$ cat config.mk
export PLATFORM = sky130hd
export DESIGN_NAME = tlb_top
export DESIGN_NICKNAME = d
export VERILOG_FILES = /design/src/rtl/tlb_pkg.sv /design/src/rtl/tlb_victim.sv /design/src/rtl/tlb_match.sv /design/src/rtl/tlb_store.sv /design/src/rtl/tlb_top.sv
export SDC_FILE = /design/constraint.sdc
export NUM_CORES = 2
export LEC_CHECK = 0
export BUFFER_PORTS_ARGS = -buffer_cell sky130_fd_sc_hd__buf_2
export CAP_MARGIN = 25
export CORE_AREA = 8 8 558 560
export DETAILED_ROUTE_END_ITERATION = 16
export DIE_AREA = 0 0 566 568
export PLACE_DENSITY_LB_ADDON = 0.08
export SLEW_MARGIN = 20
export SYNTH_ARGS = -nofsm -noshare
export SYNTH_HDL_FRONTEND = slang
export SYNTH_SLANG_ARGS = --single-unit
export TNS_END_PERCENT = 20
$ cat constraint.sdc
create_clock -name clk -period 21.1 [get_ports clk]
set_clock_uncertainty 0.1 [all_clocks]
set_input_delay 2.11 -clock clk [delete_from_list [all_inputs] [get_ports clk]]
set_output_delay 2.11 -clock clk [all_outputs]
set_load 0.005 [all_outputs]
$ cat src/rtl/tlb_pkg.sv
package tlb_pkg;
    localparam int VA_W  = 32;
    localparam int OFF_W = 12;
    localparam int PPN_W = 20;
    localparam int WAYS  = 4;
    localparam int SETS  = 16;

    localparam int IDX_W = $clog2(SETS);
    localparam int WAY_W = $clog2(WAYS);
    localparam int VPN_W = VA_W - OFF_W;
    localparam int TAG_W = VPN_W - IDX_W;
    localparam int PA_W  = PPN_W + OFF_W;

    typedef struct packed {
        logic             valid;
        logic             glob;
        logic             wr_ok;
        logic             usr_ok;
        logic [TAG_W-1:0] tag;
        logic [PPN_W-1:0] ppn;
    } tlb_entry_t;

    typedef struct packed {
        logic            valid;
        logic [VA_W-1:0] vaddr;
        logic            write;
        logic            user;
    } tlb_req_t;

    typedef enum logic [1:0] {
        LK_MISS  = 2'd0,
        LK_HIT   = 2'd1,
        LK_FAULT = 2'd2
    } lk_result_e;

    function automatic logic [IDX_W-1:0] set_of(input logic [VA_W-1:0] va);
        return va[OFF_W +: IDX_W];
    endfunction

    function automatic logic [TAG_W-1:0] tag_of(input logic [VA_W-1:0] va);
        return va[VA_W-1 -: TAG_W];
    endfunction
endpackage

$ cat src/rtl/tlb_victim.sv
module tlb_victim
    import tlb_pkg::*;
(
    input  logic [WAY_W-1:0] start,
    input  logic [WAYS-1:0]  locked,
    output logic             found,
    output logic [WAY_W-1:0] way
);
    logic [WAY_W-1:0] cand;

    // Scan from the pointer upward with wrap; the nearest unlocked way wins.
    always_comb begin
        found = 1'b0;
        way   = start;
        cand  = start;
        for (int k = WAYS - 1; k >= 0; k--) begin
            cand = start + WAY_W'(k);
            if (!locked[cand]) begin
                found = 1'b1;
                way   = cand;
            end
        end
    end
endmodule

$ cat src/rtl/tlb_match.sv
module tlb_match
    import tlb_pkg::*;
(
    input  tlb_entry_t [WAYS-1:0] ways,
    input  logic [TAG_W-1:0]      tag,
    input  logic                  is_write,
    input  logic                  is_user,
    output lk_result_e            result,
    output logic [PPN_W-1:0]      ppn
);
    always_comb begin
        result = LK_MISS;
        ppn    = '0;
        for (int w = 0; w < WAYS; w++) begin
            if (ways[w].valid && ways[w].tag == tag) begin
                if ((is_write && !ways[w].wr_ok) || (is_user && !ways[w].usr_ok)) begin
                    result = LK_FAULT;
                    ppn    = '0;
                end else begin
                    result = LK_HIT;
                    ppn    = ways[w].ppn;
                end
            end
        end
    end
endmodule

$ cat src/rtl/tlb_store.sv
module tlb_store
    import tlb_pkg::*;
(
    input  logic                  clk,
    input  logic                  rst,
    input  logic                  flush,
    input  logic                  fill_en,
    input  logic [IDX_W-1:0]      fill_set,
    input  tlb_entry_t            fill_ent,
    input  logic [IDX_W-1:0]      rd_set,
    output tlb_entry_t [WAYS-1:0] rd_ways
);
    tlb_entry_t [WAYS-1:0] mem [SETS];
    logic [WAY_W-1:0]      ptr [SETS];

    tlb_entry_t [WAYS-1:0] cur;
    logic [WAYS-1:0]       same_tag;
    logic [WAYS-1:0]       locked;
    logic                  refill;
    logic [WAY_W-1:0]      refill_way;
    logic                  vic_found;
    logic [WAY_W-1:0]      vic_way;

    always_comb rd_ways = mem[rd_set];

    always_comb begin
        cur        = mem[fill_set];
        refill     = 1'b0;
        refill_way = '0;
        for (int w = WAYS - 1; w >= 0; w--) begin
            same_tag[w] = cur[w].valid && (cur[w].tag == fill_ent.tag);
            locked[w]   = cur[w].valid && cur[w].glob;
            if (same_tag[w]) begin
                refill     = 1'b1;
                refill_way = WAY_W'(w);
            end
        end
    end

    tlb_victim u_victim (
        .start  (ptr[fill_set]),
        .locked (locked),
        .found  (vic_found),
        .way    (vic_way)
    );

    always_ff @(posedge clk) begin
        if (rst) begin
            for (int s = 0; s < SETS; s++) begin
                ptr[s] <= '0;
                for (int w = 0; w < WAYS; w++) mem[s][w] <= '0;
            end
        end else begin
            if (flush) begin
                for (int s = 0; s < SETS; s++)
                    for (int w = 0; w < WAYS; w++)
                        if (!mem[s][w].glob) mem[s][w].valid <= 1'b0;
            end
            if (fill_en) begin
                if (refill) begin
                    mem[fill_set][refill_way] <= fill_ent;
                end else if (vic_found) begin
                    mem[fill_set][vic_way] <= fill_ent;
                    ptr[fill_set]          <= vic_way + 1'b1;
                end
            end
        end
    end

    // Occupancy views used only by the checks below.
    logic [SETS*WAYS-1:0] glob_vec;
    logic                 plain_any;
    always_comb begin
        plain_any = 1'b0;
        for (int s = 0; s < SETS; s++)
            for (int w = 0; w < WAYS; w++) begin
                glob_vec[s*WAYS+w] = mem[s][w].valid && mem[s][w].glob;
                if (mem[s][w].valid && !mem[s][w].glob) plain_any = 1'b1;
            end
    end

    // a flush with no fill leaves no non-global entry valid.
    a_r9_flush_clears: assert property (@(posedge clk) disable iff (rst)
        (flush && !fill_en) |=> !plain_any);

    // without a fill, the set of resident global entries never shrinks.
    a_r8_globals_kept: assert property (@(posedge clk) disable iff (rst)
        !fill_en |=> ($countones(glob_vec) == $past($countones(glob_vec))));
endmodule

$ cat src/rtl/tlb_top.sv
module tlb_top
    import tlb_pkg::*;
(
    input  logic             clk,
    input  logic             rst,
    input  logic             req_valid,
    input  logic [31:0]      req_vaddr,
    input  logic             req_write,
    input  logic             req_user,
    output logic             resp_hit,
    output logic             resp_miss,
    output logic             resp_fault,
    output logic [31:0]      resp_paddr,
    input  logic             fill_valid,
    input  logic [31:0]      fill_vaddr,
    input  logic [19:0]      fill_ppn,
    input  logic             fill_writable,
    input  logic             fill_user,
    input  logic             fill_global,
    input  logic             flush
);
    tlb_req_t              req_q;
    tlb_entry_t [WAYS-1:0] rd_ways;
    tlb_entry_t [WAYS-1:0] snap_q;
    tlb_entry_t            fill_ent;
    lk_result_e            result;
    logic [PPN_W-1:0]      hit_ppn;

    always_comb begin
        fill_ent.valid  = 1'b1;
        fill_ent.glob   = fill_global;
        fill_ent.wr_ok  = fill_writable;
        fill_ent.usr_ok = fill_user;
        fill_ent.tag    = tag_of(fill_vaddr);
        fill_ent.ppn    = fill_ppn;
    end

    tlb_store u_store (
        .clk      (clk),
        .rst      (rst),
        .flush    (flush),
        .fill_en  (fill_valid),
        .fill_set (set_of(fill_vaddr)),
        .fill_ent (fill_ent),
        .rd_set   (set_of(req_vaddr)),
        .rd_ways  (rd_ways)
    );

    // The selected set is copied at the request edge, before any fill lands.
    always_ff @(posedge clk) begin
        if (rst) begin
            req_q  <= '0;
            snap_q <= '0;
        end else begin
            req_q.valid <= req_valid;
            req_q.vaddr <= req_vaddr;
            req_q.write <= req_write;
            req_q.user  <= req_user;
            if (req_valid) snap_q <= rd_ways;
        end
    end

    tlb_match u_match (
        .ways     (snap_q),
        .tag      (tag_of(req_q.vaddr)),
        .is_write (req_q.write),
        .is_user  (req_q.user),
        .result   (result),
        .ppn      (hit_ppn)
    );

    always_comb begin
        resp_hit   = req_q.valid && (result == LK_HIT);
        resp_miss  = req_q.valid && (result == LK_MISS);
        resp_fault = req_q.valid && (result == LK_FAULT);
        resp_paddr = resp_hit ? {hit_ppn, req_q.vaddr[OFF_W-1:0]} : '0;
    end

    a_r2_one_outcome: assert property (@(posedge clk) disable iff (rst)
        req_valid |=> ($countones({resp_hit, resp_miss, resp_fault}) == 1));

    a_r2_quiet_idle: assert property (@(posedge clk) disable iff (rst)
        !req_valid |=> !(resp_hit || resp_miss || resp_fault));

    a_r4_offset_kept: assert property (@(posedge clk) disable iff (rst)
        req_valid |=> (!resp_hit || resp_paddr[OFF_W-1:0] == $past(req_vaddr[OFF_W-1:0])));

    a_r4_zero_addr: assert property (@(posedge clk) disable iff (rst)
        !resp_hit |-> (resp_paddr == '0));
endmodule

### After elaboration in Yosys (flattened, before gate mapping)

Memory sizes are Yosys's and may differ from the RTL's. A register that Yosys moved wholly into a read port is not among the register bits.
Cells that the tools add are included.

* register bits: 35
* output and inout bits: 35
* memory bits (writable): 2592
* word-level logic and storage cells: 831
* bits of input ports: 94
* memories: 2

Memory list
* u_store.mem: depth 16, width 160, read ports 18, clocked after Yosys merged registers in 1, write ports 17, line tlb_store.sv:13 `tlb_entry_t [WAYS-1:0] mem [SETS];`
* u_store.ptr: depth 16, width 2, read ports 1, clocked after Yosys merged registers in 0, write ports 16, line tlb_store.sv:14 `logic [WAY_W-1:0] ptr [SETS];`

* equal/unequal tests: 10
* $lt $le $gt $ge: 8
* add/sub/neg operators: 4
* bitwise gates (word level): 224
* reductions and logical operators: 39
* muxes and demuxes: 540

Operators with widths (count)
* $mux 1: 503
* $mux 160: 2
* $or 1x1->1: 224
* $demux 40 s2: 2
* $mux 20: 8
* $eq 16x16->1: 8
* $mux 40: 2
* $mux 2: 17
* $mux 32: 1
* $logic_and 1x1->1: 25
* $lt 2x3->1 const B: 6
* $bmux 1 s2: 4
* $logic_not 1->1: 8
* $add 2x1->2 const B: 2
* $add 2x2->2 const B: 2
* $ge 2x1->1 const B: 2
* $logic_or 1x1->1: 4
* $mux 4: 1
* $eq 2x1->1 const B: 1
* $eq 2x2->1 const B: 1
* $logic_not 2->1: 1
* $reduce_or 2->1: 1

### Logic depth before layout (Yosys ltp)

An unclocked memory read counts as a cell.

* word-level depth: 15
* depth in mapped cells: 23
* depth with buffers taken out: 14

### Cells and area by module

Synthesis repeated with hierarchy kept, for this count alone.

* cells, all modules: 9172
* area total of the unflattened synthesis: 136866.3 um^2

By module, submodules not included
* tlb_store: instances 1, cells each 8267, area an instance 128069.1 um^2
* tlb_top: instances 1, cells each 620, area an instance 6726.5 um^2
* tlb_match: instances 1, cells each 271, area an instance 1979.4 um^2
* tlb_victim: instances 1, cells each 14, area an instance 91.3 um^2

### Least setup slack after synthesis

No wires, ideal clock.

* path type: input -> register
* start: input fill_vaddr[12]
* end: memory u_store.mem[12][0] (netlist name), enable pin
* stages on the path: 20
* setup time: 0.489 ns
* slack: 11.759 ns
* arrival time: 8.751 ns
* cell sequence: buf_4 buf_6 buf_4 buf_2 buf_2 buf_4 mux4_2 mux4_2 nor2_1 nor2_1 o211a_1 clkbuf_1 buf_2 inv_1 ha_1 nand2_1 a211oi_1 nand3b_1 clkbuf_1 o21ai_0

RTL lines
* from (decl): line tlb_top.sv:15 `input logic [31:0] fill_vaddr,`
* to (decl): line tlb_store.sv:13

==> results.ini <==
[timing]
maxSlewViolCount = 0
hold_viol = 0
hold_slack_ns = 0.393
worst_pin_slew_ns = 1.23
period_minus_slack_ns = 12.16
rsz0062_at_grt = no
fmax_ghz = 0.0822
fin_setup_tns_ns = 0
worst_slack_ns = 8.94
period_share_pct = 57.6
setup_viol = 0
max_slew_margin_pct = 18.2

[drt]
routed_wl_um = 517000
detail-route-antenna-nets = 0
firstDrtPassIters = 6
vias_per_cell = 7.07
route.detailed.drc = 0
drtIter0Drc = 13400
dr_total_vias = 92100
avgRoutedWirePerCell_um = 39.7

[critical_path]
required_ns = 21.61
critPathLaunch = fill_vaddr[15]
slowest_delay_ns = 0.88
critPathBufInv = 9
cp_common_cell = buf_4
crit_fanout = 111
rr_startpoint = u_store.mem[15][39]
path_cells = buf_8 > buf_4 > buf_4 > buf_4 > and2_1 > buf_4 > a22oi_1 > and3_1 > nor4b_1 > a41oi_1 > nor4_1 > a21o_4 > buf_4 > buf_4 > buf_6 > buf_4 > nor4_1
arrival_ns = 12.67
path_class = input port to flip-flop
cp-end-kind = flip-flop
cp-start-kind = input port
cp_slowest_cell = buf_4
critPathTopFamily = buffers and inverters

[placement]
dpl_cell_area_mm2 = 0.138
gp_congestion = 0.902
dp_hpwl_um = 292000
io_buffers = 116
place_ws_ns = 8.28

[clocking]
ctsLongestPathBuffers = 4
htreeDepth = 5
cts.sinks = 2779
clock-root-buffer = clkbuf_16
clock_latency_ns = 0.95
clk_pin_slew_worst_paths_ns = 0.06
cts_tree = built
cts_made_buffers = 315
cts_setup_buffers = 0
cts_hold_buf = 0
post_cts_resized = 0

[cells_and_area]
area_growth_pct = 10.3
fillers = 25700
fin_area_mm2 = 0.149
fin_nets = 8868
drive_gt1_share_pct = 24.4

[floorplanning]
core_area_mm2 = 0.302
ios = 129
row_count = 202
initial_core_util_pct = 44.7
die_y_um = 568
fp.dieW_um = 566
die_area_mm2 = 0.321

[pwr]
total_power_w = 0.0133
power_density_mw_per_mm2 = 89.1
vdd_drop_max_mv = 0.0563
power_leakage_nw = 47.6

[logic_synthesis]
yosysMostFrequentCell = edfxtp_1
synth_area_leader_cell = edfxtp_1
netlist.area_leader.share_pct = 56.2
synthFlopType = edfxtp_1
synth_area_mm2 = 0.135
synthCells = 9301
postSynthAreaPerCell_um2 = 14.5
yosysSeqAreaShare_pct = 59.9
synth_edf_count = 2528
syn_nets = 9399
synth_commonest_cells = 2,528 x edfxtp_1, 1,821 x nor3_1, 997 x mux4_2
async_reset_ff_share_pct = 0
synth-seq-cells = 2779
yosys_warnings = 0
ys_top_cells_by_area = edfxtp_1 56%, mux4_2 17%, nor3_1 6.7%
ys_types = 80

[grt]
grt_max_degree = 242
grt_pass1_vias = 90300
grt.total_usage_pct = 31.2
antenna_found_initial = 36
grt-ovfl-total = 0
grt_first_pass_wirelength_um = 720000

[run]
cap_violations = 0

[outcome]
outcome = completed

[min_path]
worstHoldStart = snap_q[56]
hp-class = flip-flop to flip-flop

worst paths after layout:
path	end	slack, ns	depth (start not counted)
worst max-delay path	u_store.mem[9][56]	8.94	17
worst min-delay path	snap_q[56]	0.39	2
worst max register to register	u_store.mem[0][54]	12.57	17
worst min register to register	snap_q[56]	0.39	2
worst min-delay path, cell delays in order, from the launching register on:
cell	delay, ns
dfxtp_1	0.33
mux2i_1	0.06
nor2_1	0.07
flip-flops by register name, summed over array words and instances (netlist names):
signal / cells
req_q: 31
u_store.ptr: 32
u_store.mem: 2560
snap_q: 156
stage by stage:
step                      utilization [%]  std cells
final                                49.3      13000
after global routing                 49.3      13000
after CTS                            49.2      13000
after detailed placement             45.9      12400
after global placement               45.8      12400
after floorplan                         -       9301
cell usage in the layout (no fill, tap or decap), types with 36 or more instances in the layout:
master,synthesis,final
nor3_2,107,107
clkbuf_1,789,102
mux4_2,997,997
mux2i_1,372,372
nor2_1,231,226
clkinv_1,12,39
mux2_2,37,37
nand2_1,130,114
clkinv_2,0,40
dfxtp_1,251,251
clkbuf_16,0,319
o21ai_0,122,77
nor3_1,1821,1821
buf_4,91,301
buf_2,294,106
clkbuf_8,0,39
nor4_1,636,635
edfxtp_1,2528,2528
inv_2,7,36
a22oi_1,112,112
o21ai_4,0,48
xnor2_1,123,123
nor2b_1,43,36
o211ai_1,69,69
cell families (layout without fill, tap and decap cells):
| family | count (synthesis) | after routing | synth area share, % |
|---|---|---|---|
| simple gates | 3108 | 3108 | 12.4 |
| flops | 2779 | 2779 | 59.9 |
| compound gates | 527 | 527 | 2.71 |
| buf+inv | 1354 | 1084 | 4.53 |
| xor+xnor | 123 | 123 | 0.797 |
| fa+ha+maj | 4 | 4 | 0.0370 |
| mux | 1406 | 1406 | 19.7 |
| other cells | 0 | 11 | 0 |
final cells by class:
class                           count  area, um^2  share of cell area [%]
Sequential cell                  2779       80900                    54.3
Multi-Input combinational cell   5168       49100                    33.0
Clock buffer                      460        8900                    5.97
Tap cell                         3978        4980                    3.34
Timing Repair Buffer              454        3700                    2.48
Clock inverter                    118        1170                   0.787
Inverter                           52         201                   0.135
Antenna cell                       11        27.5                  0.0185
report_power, final:
group | internal (W) | switching [W] | total, W
clock | 0.00313 | 0.00235 | 0.00547
combinational | 0.000449 | 0.00106 | 0.00151
sequential | 0.00620 | 0.0000996 | 0.00630
layer usage:
layer / global-route usage, % / share of wire, % / vias up
met5: 0 / 0.0087 / -
met4: 11.8 / 4.4 / 6
met3: 7.23 / 11 / 1116
met2: 48.8 / 46 / 5660
met1: 42.6 / 39 / 48800
li1: - / - / 36500
(Power assumes the default switching activity.)
